`src/rtl/i2cm_pkg.sv`:
```
// Shared constants and the sequencer state type for the bus slave.
package i2cm_pkg;
    localparam int CE_W = 3;
    localparam logic [3:0] DEV_PREFIX = 4'b1010;

    typedef enum logic [2:0] {
        ST_IDLE,
        ST_DEVSEL,
        ST_AHI,
        ST_ALO,
        ST_WDATA,
        ST_RDATA
    } ctl_state_t;
endpackage

```
`src/rtl/i2cm_line_sync.sv`:
```
// Brings raw SCL/SDA into the clock domain through a flop chain and
// derives edge, Start and Stop events. Assumes the bus idles high and the
// bus clock is many system clocks long.
module i2cm_line_sync #(
    parameter int STAGES = 2
) (
    input  logic clk,
    input  logic rst_n,
    input  logic scl_raw,
    input  logic sda_raw,
    output logic scl_s,
    output logic sda_s,
    output logic scl_rise,
    output logic scl_fall,
    output logic start_det,
    output logic stop_det
);
    logic [STAGES-1:0] scl_chain;
    logic [STAGES-1:0] sda_chain;
    logic scl_q;
    logic sda_q;

    // Shift raw lines through the synchronizer and keep one delayed copy.
    always_ff @(posedge clk) begin
        if (!rst_n) begin
            scl_chain <= '1;
            sda_chain <= '1;
            scl_q     <= 1'b1;
            sda_q     <= 1'b1;
        end else begin
            scl_chain <= {scl_chain[STAGES-2:0], scl_raw};
            sda_chain <= {sda_chain[STAGES-2:0], sda_raw};
            scl_q     <= scl_chain[STAGES-1];
            sda_q     <= sda_chain[STAGES-1];
        end
    end

    // Event decode from current and previous synchronized samples.
    always_comb begin
        scl_s     = scl_chain[STAGES-1];
        sda_s     = sda_chain[STAGES-1];
        scl_rise  = scl_s & ~scl_q;
        scl_fall  = ~scl_s & scl_q;
        start_det = scl_s & scl_q & sda_q & ~sda_s;
        stop_det  = scl_s & scl_q & ~sda_q & sda_s;
    end
endmodule

```
`src/rtl/i2cm_addr_ctr.sv`:
```
// Memory address counter: loaded from the two address bytes, advanced by
// whole width for reads and within the page for writes. Assumes ADDR_W > 8.
module i2cm_addr_ctr #(
    parameter int ADDR_W = 13,
    parameter int PAGE_W = 5
) (
    input  logic              clk,
    input  logic              rst_n,
    input  logic [7:0]        byte_in,
    input  logic              ld_hi,
    input  logic              ld_lo,
    input  logic              inc_seq,
    input  logic              inc_page,
    output logic [ADDR_W-1:0] addr_q
);
    localparam int HI_W = ADDR_W - 8;

    logic [HI_W-1:0] hi_q;

    // Hold the high address part until the low byte arrives.
    always_ff @(posedge clk) begin
        if (!rst_n)     hi_q <= '0;
        else if (ld_hi) hi_q <= byte_in[HI_W-1:0];
    end

    // Load, full-width increment or in-page increment of the counter.
    always_ff @(posedge clk) begin
        if (!rst_n)
            addr_q <= '0;
        else if (ld_lo)
            addr_q <= {hi_q, byte_in};
        else if (inc_seq)
            addr_q <= addr_q + 1'b1;
        else if (inc_page)
            addr_q <= {addr_q[ADDR_W-1:PAGE_W], addr_q[PAGE_W-1:0] + 1'b1};
    end


    page_keep_chk: assert property (@(posedge clk) disable iff (!rst_n)
        inc_page |=> (addr_q[ADDR_W-1:PAGE_W] == $past(addr_q[ADDR_W-1:PAGE_W])));
endmodule

```
`src/rtl/i2c_mem_slave.sv`:
```
// Bus slave sequencer for a serial memory: select decode, address capture,
// write hand-off and read serialization. Samples SDA on SCL rise, changes
// its SDA drive on SCL fall. Assumes an external commit engine that raises
// busy_in after commit_req and a combinational read port.
module i2c_mem_slave
    import i2cm_pkg::*;
#(
    parameter int ADDR_W      = 13,
    parameter int PAGE_W      = 5,
    parameter int SYNC_STAGES = 2
) (
    input  logic              clk,
    input  logic              rst_n,
    input  logic              scl_in,
    input  logic              sda_in,
    input  logic [CE_W-1:0]   ce_strap,
    input  logic              wr_lock,
    input  logic              busy_in,
    input  logic [7:0]        rd_data,
    output logic              sda_pull,
    output logic [ADDR_W-1:0] rd_addr,
    output logic              wr_stb,
    output logic [ADDR_W-1:0] wr_addr,
    output logic [7:0]        wr_data,
    output logic              commit_req
);
    logic scl_s, sda_s, scl_rise, scl_fall, start_det, stop_det;
    ctl_state_t state;
    logic [3:0] bitcnt;
    logic [7:0] shreg;
    logic       has_data;
    logic       rx_st, eval, devsel_ok, load_rd;
    logic       ld_hi, ld_lo, inc_page;
    logic [ADDR_W-1:0] addr;

    i2cm_line_sync #(.STAGES(SYNC_STAGES)) u_sync (
        .clk(clk), .rst_n(rst_n), .scl_raw(scl_in), .sda_raw(sda_in),
        .scl_s(scl_s), .sda_s(sda_s), .scl_rise(scl_rise), .scl_fall(scl_fall),
        .start_det(start_det), .stop_det(stop_det)
    );

    i2cm_addr_ctr #(.ADDR_W(ADDR_W), .PAGE_W(PAGE_W)) u_actr (
        .clk(clk), .rst_n(rst_n), .byte_in(shreg), .ld_hi(ld_hi), .ld_lo(ld_lo),
        .inc_seq(load_rd), .inc_page(inc_page), .addr_q(addr)
    );

    // Byte-boundary decode shared by the sequencer and the address counter.
    always_comb begin
        rx_st     = (state == ST_DEVSEL) || (state == ST_AHI) ||
                    (state == ST_ALO) || (state == ST_WDATA);
        eval      = scl_fall && rx_st && (bitcnt == 4'd8);
        devsel_ok = (shreg[7:1] == {DEV_PREFIX, ce_strap}) && !busy_in;
        load_rd   = scl_fall && (state == ST_RDATA) && (bitcnt == 4'd9);
        ld_hi     = eval && (state == ST_AHI);
        ld_lo     = eval && (state == ST_ALO);
        inc_page  = eval && (state == ST_WDATA) && !wr_lock;
        rd_addr   = addr;
    end

    // Protocol sequencer: bit counting, acknowledge and data drive.
    always_ff @(posedge clk) begin
        if (!rst_n) begin
            state      <= ST_IDLE;
            bitcnt     <= '0;
            shreg      <= '0;
            sda_pull   <= 1'b0;
            has_data   <= 1'b0;
            wr_stb     <= 1'b0;
            wr_addr    <= '0;
            wr_data    <= '0;
            commit_req <= 1'b0;
        end else begin
            wr_stb     <= 1'b0;
            commit_req <= 1'b0;
            if (start_det) begin
                state    <= ST_DEVSEL;
                bitcnt   <= '0;
                sda_pull <= 1'b0;
                has_data <= 1'b0;
            end else if (stop_det) begin
                if (state == ST_WDATA && has_data) commit_req <= 1'b1;
                state    <= ST_IDLE;
                sda_pull <= 1'b0;
                has_data <= 1'b0;
            end else if (rx_st) begin
                if (scl_rise) begin
                    if (bitcnt < 4'd8) begin
                        shreg  <= {shreg[6:0], sda_s};
                        bitcnt <= bitcnt + 4'd1;
                    end else if (bitcnt == 4'd8) begin
                        bitcnt <= 4'd9;
                    end
                end else if (scl_fall) begin
                    if (bitcnt == 4'd8) begin
                        case (state)
                            ST_DEVSEL: begin
                                if (devsel_ok) begin
                                    sda_pull <= 1'b1;
                                    state    <= shreg[0] ? ST_RDATA : ST_AHI;
                                end else begin
                                    state <= ST_IDLE;
                                end
                            end
                            ST_AHI: begin
                                sda_pull <= 1'b1;
                                state    <= ST_ALO;
                            end
                            ST_ALO: begin
                                sda_pull <= 1'b1;
                                state    <= ST_WDATA;
                            end
                            default: begin
                                if (!wr_lock) begin
                                    sda_pull <= 1'b1;
                                    wr_stb   <= 1'b1;
                                    wr_addr  <= addr;
                                    wr_data  <= shreg;
                                    has_data <= 1'b1;
                                end
                            end
                        endcase
                    end else if (bitcnt == 4'd9) begin
                        sda_pull <= 1'b0;
                        bitcnt   <= '0;
                    end
                end
            end else if (state == ST_RDATA) begin
                if (scl_rise) begin
                    if (bitcnt < 4'd8) begin
                        bitcnt <= bitcnt + 4'd1;
                    end else if (bitcnt == 4'd8) begin
                        if (!sda_s) bitcnt <= 4'd9;
                        else        state  <= ST_IDLE;
                    end
                end else if (scl_fall) begin
                    if (bitcnt == 4'd9) begin
                        shreg    <= rd_data;
                        sda_pull <= ~rd_data[7];
                        bitcnt   <= '0;
                    end else if (bitcnt >= 4'd1 && bitcnt <= 4'd7) begin
                        shreg    <= {shreg[6:0], 1'b0};
                        sda_pull <= ~shreg[6];
                    end else if (bitcnt == 4'd8) begin
                        sda_pull <= 1'b0;
                    end
                end
            end
        end
    end


    sda_edge_chk: assert property (@(posedge clk) disable iff (!rst_n)
        (sda_pull != $past(sda_pull)) |-> (!$past(scl_s) || $past(start_det) || $past(stop_det)));

    commit_pulse_chk: assert property (@(posedge clk) disable iff (!rst_n)
        commit_req |=> !commit_req);

    commit_src_chk: assert property (@(posedge clk) disable iff (!rst_n)
        commit_req |-> $past(stop_det));

    lock_chk: assert property (@(posedge clk) disable iff (!rst_n)
        wr_stb |-> !$past(wr_lock));

    busy_quiet_chk: assert property (@(posedge clk) disable iff (!rst_n)
        (busy_in && eval && state == ST_DEVSEL) |=> !sda_pull);
endmodule

```
`config.mk`:
```
export PLATFORM = sky130hd
export DESIGN_NAME = i2c_mem_slave
export DESIGN_NICKNAME = d
export VERILOG_FILES = /design/src/rtl/i2cm_pkg.sv /design/src/rtl/i2cm_line_sync.sv /design/src/rtl/i2cm_addr_ctr.sv /design/src/rtl/i2c_mem_slave.sv
export SDC_FILE = /design/constraint.sdc
export NUM_CORES = 1
export LEC_CHECK = 0
export BUFFER_PORTS_ARGS = -buffer_cell sky130_fd_sc_hd__buf_4
export CAP_MARGIN = 20
export CORE_MARGIN = 5
export CORE_UTILIZATION = 45
export CTS_BUF_LIST = sky130_fd_sc_hd__clkbuf_4 sky130_fd_sc_hd__clkbuf_8 sky130_fd_sc_hd__clkbuf_16
export DETAILED_ROUTE_END_ITERATION = 6
export PLACE_DENSITY = 0.72
export SLEW_MARGIN = 20
export SYNTH_ARGS = -nofsm -noshare
export SYNTH_HDL_FRONTEND = slang
export SYNTH_SLANG_ARGS = --single-unit
export TNS_END_PERCENT = 20
```
`constraint.sdc`:
```
create_clock -name clk -period 2.1 [get_ports clk]
set_clock_uncertainty 0.1 [all_clocks]
set_input_delay 0.42 -clock clk [delete_from_list [all_inputs] [get_ports clk]]
set_output_delay 0.42 -clock clk [all_outputs]
set_load 0.03 [all_outputs]
```
Yosys cells after proc, flatten, opt, wreduce, memory -nomap -nowiden
Index checks and enable logic that the tools add are counted.
{ "op_classes": {"mux": 54, "magnitude_cmp": 3, "shift": 0, "reduce_logical": 43, "addsub": 3, "div": 0, "multipliers": 0, "n_bitwise": 22, "n_eq_ne": 30} }
{ "ops": {"columns": ["op", "count"], "rows": [
  ["8-bit two-way mux", 8],
  ["4-bit two-way mux", 13],
  ["3-bit two-way mux", 11],
  ["9-bit AND reduction", 3],
  ["13-bit two-way mux", 2],
  ["8-bit AND reduction", 3],
  ["4-bit nonzero test", 6],
  ["4-bit inequality test, second input constant", 5],
  ["1-bit two-way mux", 17],
  ["1-bit NOT", 15],
  ["13-bit by 1-bit adder with 13-bit output, second input constant", 1],
  ["2-bit inequality test, second input constant", 6],
  ["4-bit by 2-bit inequality test with 1-bit output, second input constant", 3],
  ["2-bit nonzero test", 6],
  ["1-bit logical AND", 11],
  ["10-bit OR reduction", 1],
  ["3-bit inequality test, second input constant", 3],
  ["3-bit case mux with 3 select lines", 1],
  ["3-bit OR reduction", 3],
  ["4-bit == test, second input constant", 2],
  ["1-bit AND", 7],
  ["7-bit == test", 1],
  ["3-bit by 2-bit == test with 1-bit output, second input constant", 2],
  ["3-bit == test, second input constant", 2],
  ["other kinds (18)", 23]
]} }
{ "totals": {"reg_bits": 64, "romBits": 0, "mem_count": 0, "latchBits": 0, "elab_cells": 172, "mem_bits_rw": 0, "inputBits": 17, "out_inout_bits": 37} }

Longest topological paths before layout
{ "depth": {"ltp_word": 11, "mapped_depth": 8, "mapped_depth_nobuf": 7} }

Modules after synthesis
A second synthesis with hierarchy kept.
{ "unflattened": {"cells_unflattened": 383, "hier_area_um2": 3244.4} }
{ "by_module_without_submodules": {"columns": ["mod", "instances", "seq_area_each_um2", "cells_per_inst", "area_each_um2"], "rows": [
  ["i2c_mem_slave", 1, 800.8, 265, 2155.8],
  ["i2cm_addr_ctr", 1, 360.3, 102, 898.4],
  ["i2cm_line_sync", 1, 120.1, 16, 190.2]
]} }

Least setup slack after synthesis
Ideal clock, no wire load.
{ "synth_timing": {"kind": "register to register", "startpoint": "reg u_sync.scl_chain[1]", "endpoint": "reg shreg[6]", "setup_slack_ns": 0.159, "arrival_ns": 1.755, "stages_incl_launch_ff": 9, "t_required_ns": 1.914, "setup_ns": 0.086, "period_less_slack_ns": 1.941, "cell_sequence": "dfxtp_1 > inv_1 > ha_1 > nor4b_1 > o21a_1 > o221a_2 > buf_2 > nor2_1 > a211oi_1"} }
{ "synth_via": {"elab_chain_len": 5} }
{ "synth_rtl": {"columns": ["item", "line", "rtl"], "rows": [
  ["start: declaration", "i2cm_line_sync.sv:18", "logic [STAGES-1:0] scl_chain;"],
  ["start signal: assignment", "i2cm_line_sync.sv:31", "scl_chain <= {scl_chain[STAGES-2:0], scl_raw};"],
  ["1-bit AND", "i2cm_line_sync.sv:44, i2cm_line_sync.sv:45", null],
  ["1-bit AND (on tied branches) (2 in series)", "i2cm_line_sync.sv:45, i2cm_line_sync.sv:44", null],
  ["1-bit NOT (no source line)", null, null],
  ["8-bit AND reduction (no source line) *", null, null],
  ["end signal: assignment", "i2c_mem_slave.sv:88", "shreg <= {shreg[6:0], sda_s};"],
  ["end signal: assignment", "i2c_mem_slave.sv:137", "shreg <= rd_data;"],
  ["end signal: assignment", "i2c_mem_slave.sv:141", "shreg <= {shreg[6:0], 1'b0};"],
  ["end: declaration", "i2c_mem_slave.sv:30", "logic [7:0] shreg;"]
]} }
Mark *: on every way between the ends. The rest lies on a longest branch, timed or not.
A chain may end at the register's enable or synchronous reset.

Worst setup path after layout
{ "layout_timing": {"startpoint": "reg bitcnt[0]", "endpoint": "reg bitcnt[0]"} }
{ "layout_via": {"elab_chain_len": 6} }
{ "layout_rtl": {"columns": ["item", "line", "rtl"], "rows": [
  ["start: declaration", "i2c_mem_slave.sv:29", "logic [3:0] bitcnt;"],
  ["start signal: assignment", "i2c_mem_slave.sv:89", "bitcnt <= bitcnt + 4'd1;"],
  ["start signal: assignment", "i2c_mem_slave.sv:130", "bitcnt <= bitcnt + 4'd1;"],
  ["parallel branches: the longest is 6 deep, another holds 4-bit by 1-bit adder with 4-bit output", null, null]
]} }
Parallel ways; which one is timed is not known. The select of a mux whose other input is x is not followed.

==> results.ini <==
[outcome]
outcome = completed

[hold_path]
worstHoldStart = scl_in
hp-class = input pin to flop

[critical_path]
r2r_start = bitcnt[0]
worst_setup_path_start_kind = flop
crit_slowest_cell = dfxtp_2
end_kind = flop
crit_path_max_incr_delay_ps = 360
worstPathCellList = inv_1 > ha_2 > nand3b_1 > buf_4 > a22o_1 > a31oi_4 > mux2i_1
arrival_ps = 2190
worstReg2RegEnd = bitcnt[0]
cpLargestDelayFamily = compound AO/OA/AOI/OAI gates
critPathRequiredTime_ps = 2260
crit_type = flop to flop
ff2ff_setup_slack_ps = 70
crit_start = bitcnt[0]
cp_num_buf_inv = 2
reg2reg_depth = 7
critPathCapture = bitcnt[0]
worstSetupPathDepth = 7
cp_max_fo = 5

[routing]
vias = 3085
ant_nets = 0
wl_per_cell_um = 15.68
drc = 0
firstDrtPassIters = 4
drt_iter0_markers = 246
routed_wirelength_mm = 8.798
via_per_inst = 5.499

[logic_synthesis]
synth.area.mux_share_pct = 5.663
synth-adder-area-share_pct = 3.103
ys_top_cells_by_area = dfxtp_1 40%, nand2_1 8.0%, a21oi_1 5.1%
synth_compound_area_share_pct = 17.34
async_flop_share_pct = 0
synth.avg_cell_area_um2 = 8.511
synth-simple-area-share_pct = 26.22
synth_top_family_by_area = simple AND/OR/NAND/NOR gates
synth_top_area_share_pct = 39.72
synth_ff_type = dfxtp_1
synth_enable_flop_cells = 0
syn_inst = 379
yosysWarnings = 0
synth_xor_xnor_area_share_pct = 2.987
synth_seq_area_share_pct = 39.72
ys_ff_latch = 64
syn_area_mm2 = 0.003226
synth_fp_nets = 404
synth_cell_types = 53
synth_top_area_cell = dfxtp_1

[floorplan]
ios = 54
die_area_mm2 = 0.008961
core_mm2 = 0.006869
die_h_um = 94.67
die_x_um = 94.67
start_util_pct = 46.96
rows = 30

[power]
sw_frac_of_total_pct = 24.69
leakage_nw = 1.637
power_mw = 2.346
powerDensity_mw_per_mm2 = 557.3
max-vdd-ir-drop_v = 0.0003396
combPwrFrac_pct = 4.9
p_clk_share_pct = 42.9
sequentialPowerShare_pct = 52.2
internal_power_mw = 1.767
switchingPower_uw = 579.3

[grt]
track_usage_pct = 18.70
grt_pass1_wl_mm = 13.41
grt_overflow = 0
grt_max_degree = 49
antenna_found_initial = 0
grt_pass1_vias = 2864

[timing]
setup_violations = 0
max_freq_mhz = 492.5
period_share_pct = 96.69
tightest_slew_ps = 611.4
slew_headroom_pct = 59.05
hold_viol_final = 0
drv_slew = 0
period_needed_ps = 2031

[placed_design]
postPlaceCellArea_mm2 = 0.003862
place.gp.congestion = 0.8638
numPortBuffers = 53
dp_hpwl_mm = 5.923

[clock_network]
cts_tree = built
clk-insertion-delay-late_ps = 350
cts_buffers = 9
clock_sinks = 64
clk_pin_slew_ps = 70
cts_hold_repair.buffers = 0
clockRootBuffer = clkbuf_8
cts_buffer_depth = 2
htree_levels = 3

[final_layout]
nets = 485
layout_common_cells = 90 x buf_4, 69 x nand2_1, 61 x dfxtp_1
final_cell_area_mm2 = 0.004210
drive_gt1_share_pct = 29.03
syn2layout_area_growth_pct = 30.53
final_common_cell = buf_4
diodes = 0

[run]
max_cap_viol_count = 0

==> state kept, by name, indices dropped and copies added (netlist names), 2 cells and up <==
name              count
wr_data               8
u_actr.addr_q        13
u_sync.scl_chain      2
wr_addr              13
state                 3
shreg                 8
u_sync.sda_chain      2
bitcnt                4
u_actr.hi_q           5
==> worst register-to-register path: stages (launching register included) <==
cell and delay (ps):
dfxtp_2 360, inv_1 120, ha_2 220, nand3b_1 220
buf_4 220, a22o_1 230, a31oi_4 240, mux2i_1 240
==> repair_timing <==
| action | in CTS | in global routing |
|---|---|---|
| gates resized for setup | 1 | 19 |
| setup buffers | 1 | 6 |
| setup endpoints to repair | 7 | 42 |
| pin swaps | 1 | 6 |
| gates cloned | 0 | 2 |
==> cell families (layout without fill, tap and decap cells) <==
logic type	count (synthesis)	count (layout)
and+or+nand+nor	161	163
AOI/OAI and AO/OA	85	85
DFF	64	64
buffers and inverters	32	116
muxes	18	18
xor gates and xnor gates	11	11
adders and majority gates	8	8
==> power by group through the flow <==
stage	logic, mW	registers, mW	clock network, mW
after floorplan	0.0570	1.25	0
after global placement	0.106	1.25	0
after detailed placement	0.107	1.25	0
after CTS	0.107	1.22	1.03
after global routing	0.125	1.23	1.07
final	0.116	1.23	1.01
==> cell type report <==
type,count,area [um^2]
clock buffer,11,151.4
clock inverter,5,37.54
fill,625,2659
inverter,9,33.78
multi-input combinational,285,1887
sequential,64,1285
tap,96,120.1
timing repair buffer,91,695.7
==> per-stage QoR <==
step	setup TNS (ps)	hold slack, ps	cells	utilization [%]	setup slack, ps
floorplan	0	286.3	379	-	159.2
global placement	-11.46	288.9	536	56.23	-11.46
detailed placement	-95.04	295.5	536	56.23	-43.45
CTS	-6.916	140.9	553	59.13	-5.482
global route	-134.7	166.4	561	61.29	-35.50
finish	0	149.6	561	61.29	69.44
==> worst min-delay path by stage <==
stage | to | slack [ps] | cells after the start
finish | u_sync.scl_chain[0] | 150 | 2
global placement | u_sync.scl_chain[1] | 290 | 1
detailed placement | u_sync.sda_chain[1] | 300 | 1
global route | u_sync.scl_chain[0] | 170 | 2
floorplan | u_sync.scl_chain[1] | 290 | 1
CTS | u_sync.scl_chain[0] | 140 | 2
==> metal layers <==
layer | up-vias | track usage, % | share of wire [%]
met5 | - | 0 | 0
met4 | 0 | 8.534 | 2.2
met3 | 20 | 3.347 | 5.7
met2 | 104 | 29.95 | 47
met1 | 1457 | 24.44 | 45
li1 | 1504 | - | -
==> synthesized netlist by cell type (all sizes together) (2+ instances only) <==
library cell	number
nor2	29
nor2b	3
clkbuf	10
xor2	10
a211oi	17
dfxtp	64
o21a	3
nand3	13
ha	8
nand3b	6
buf	13
o211ai	2
nand2	69
and3b	4
nor3b	6
a21oi	34
nor3	5
and3	3
nor4	2
o31a	2
inv	9
o22ai	3
o21ai	7
mux2	2
o221a	2
a31oi	7
o32ai	2
nor4b	3
nand4b	3
nand2b	6
mux2i	16
nand4	2
Power figures use the tool's default switching activity.
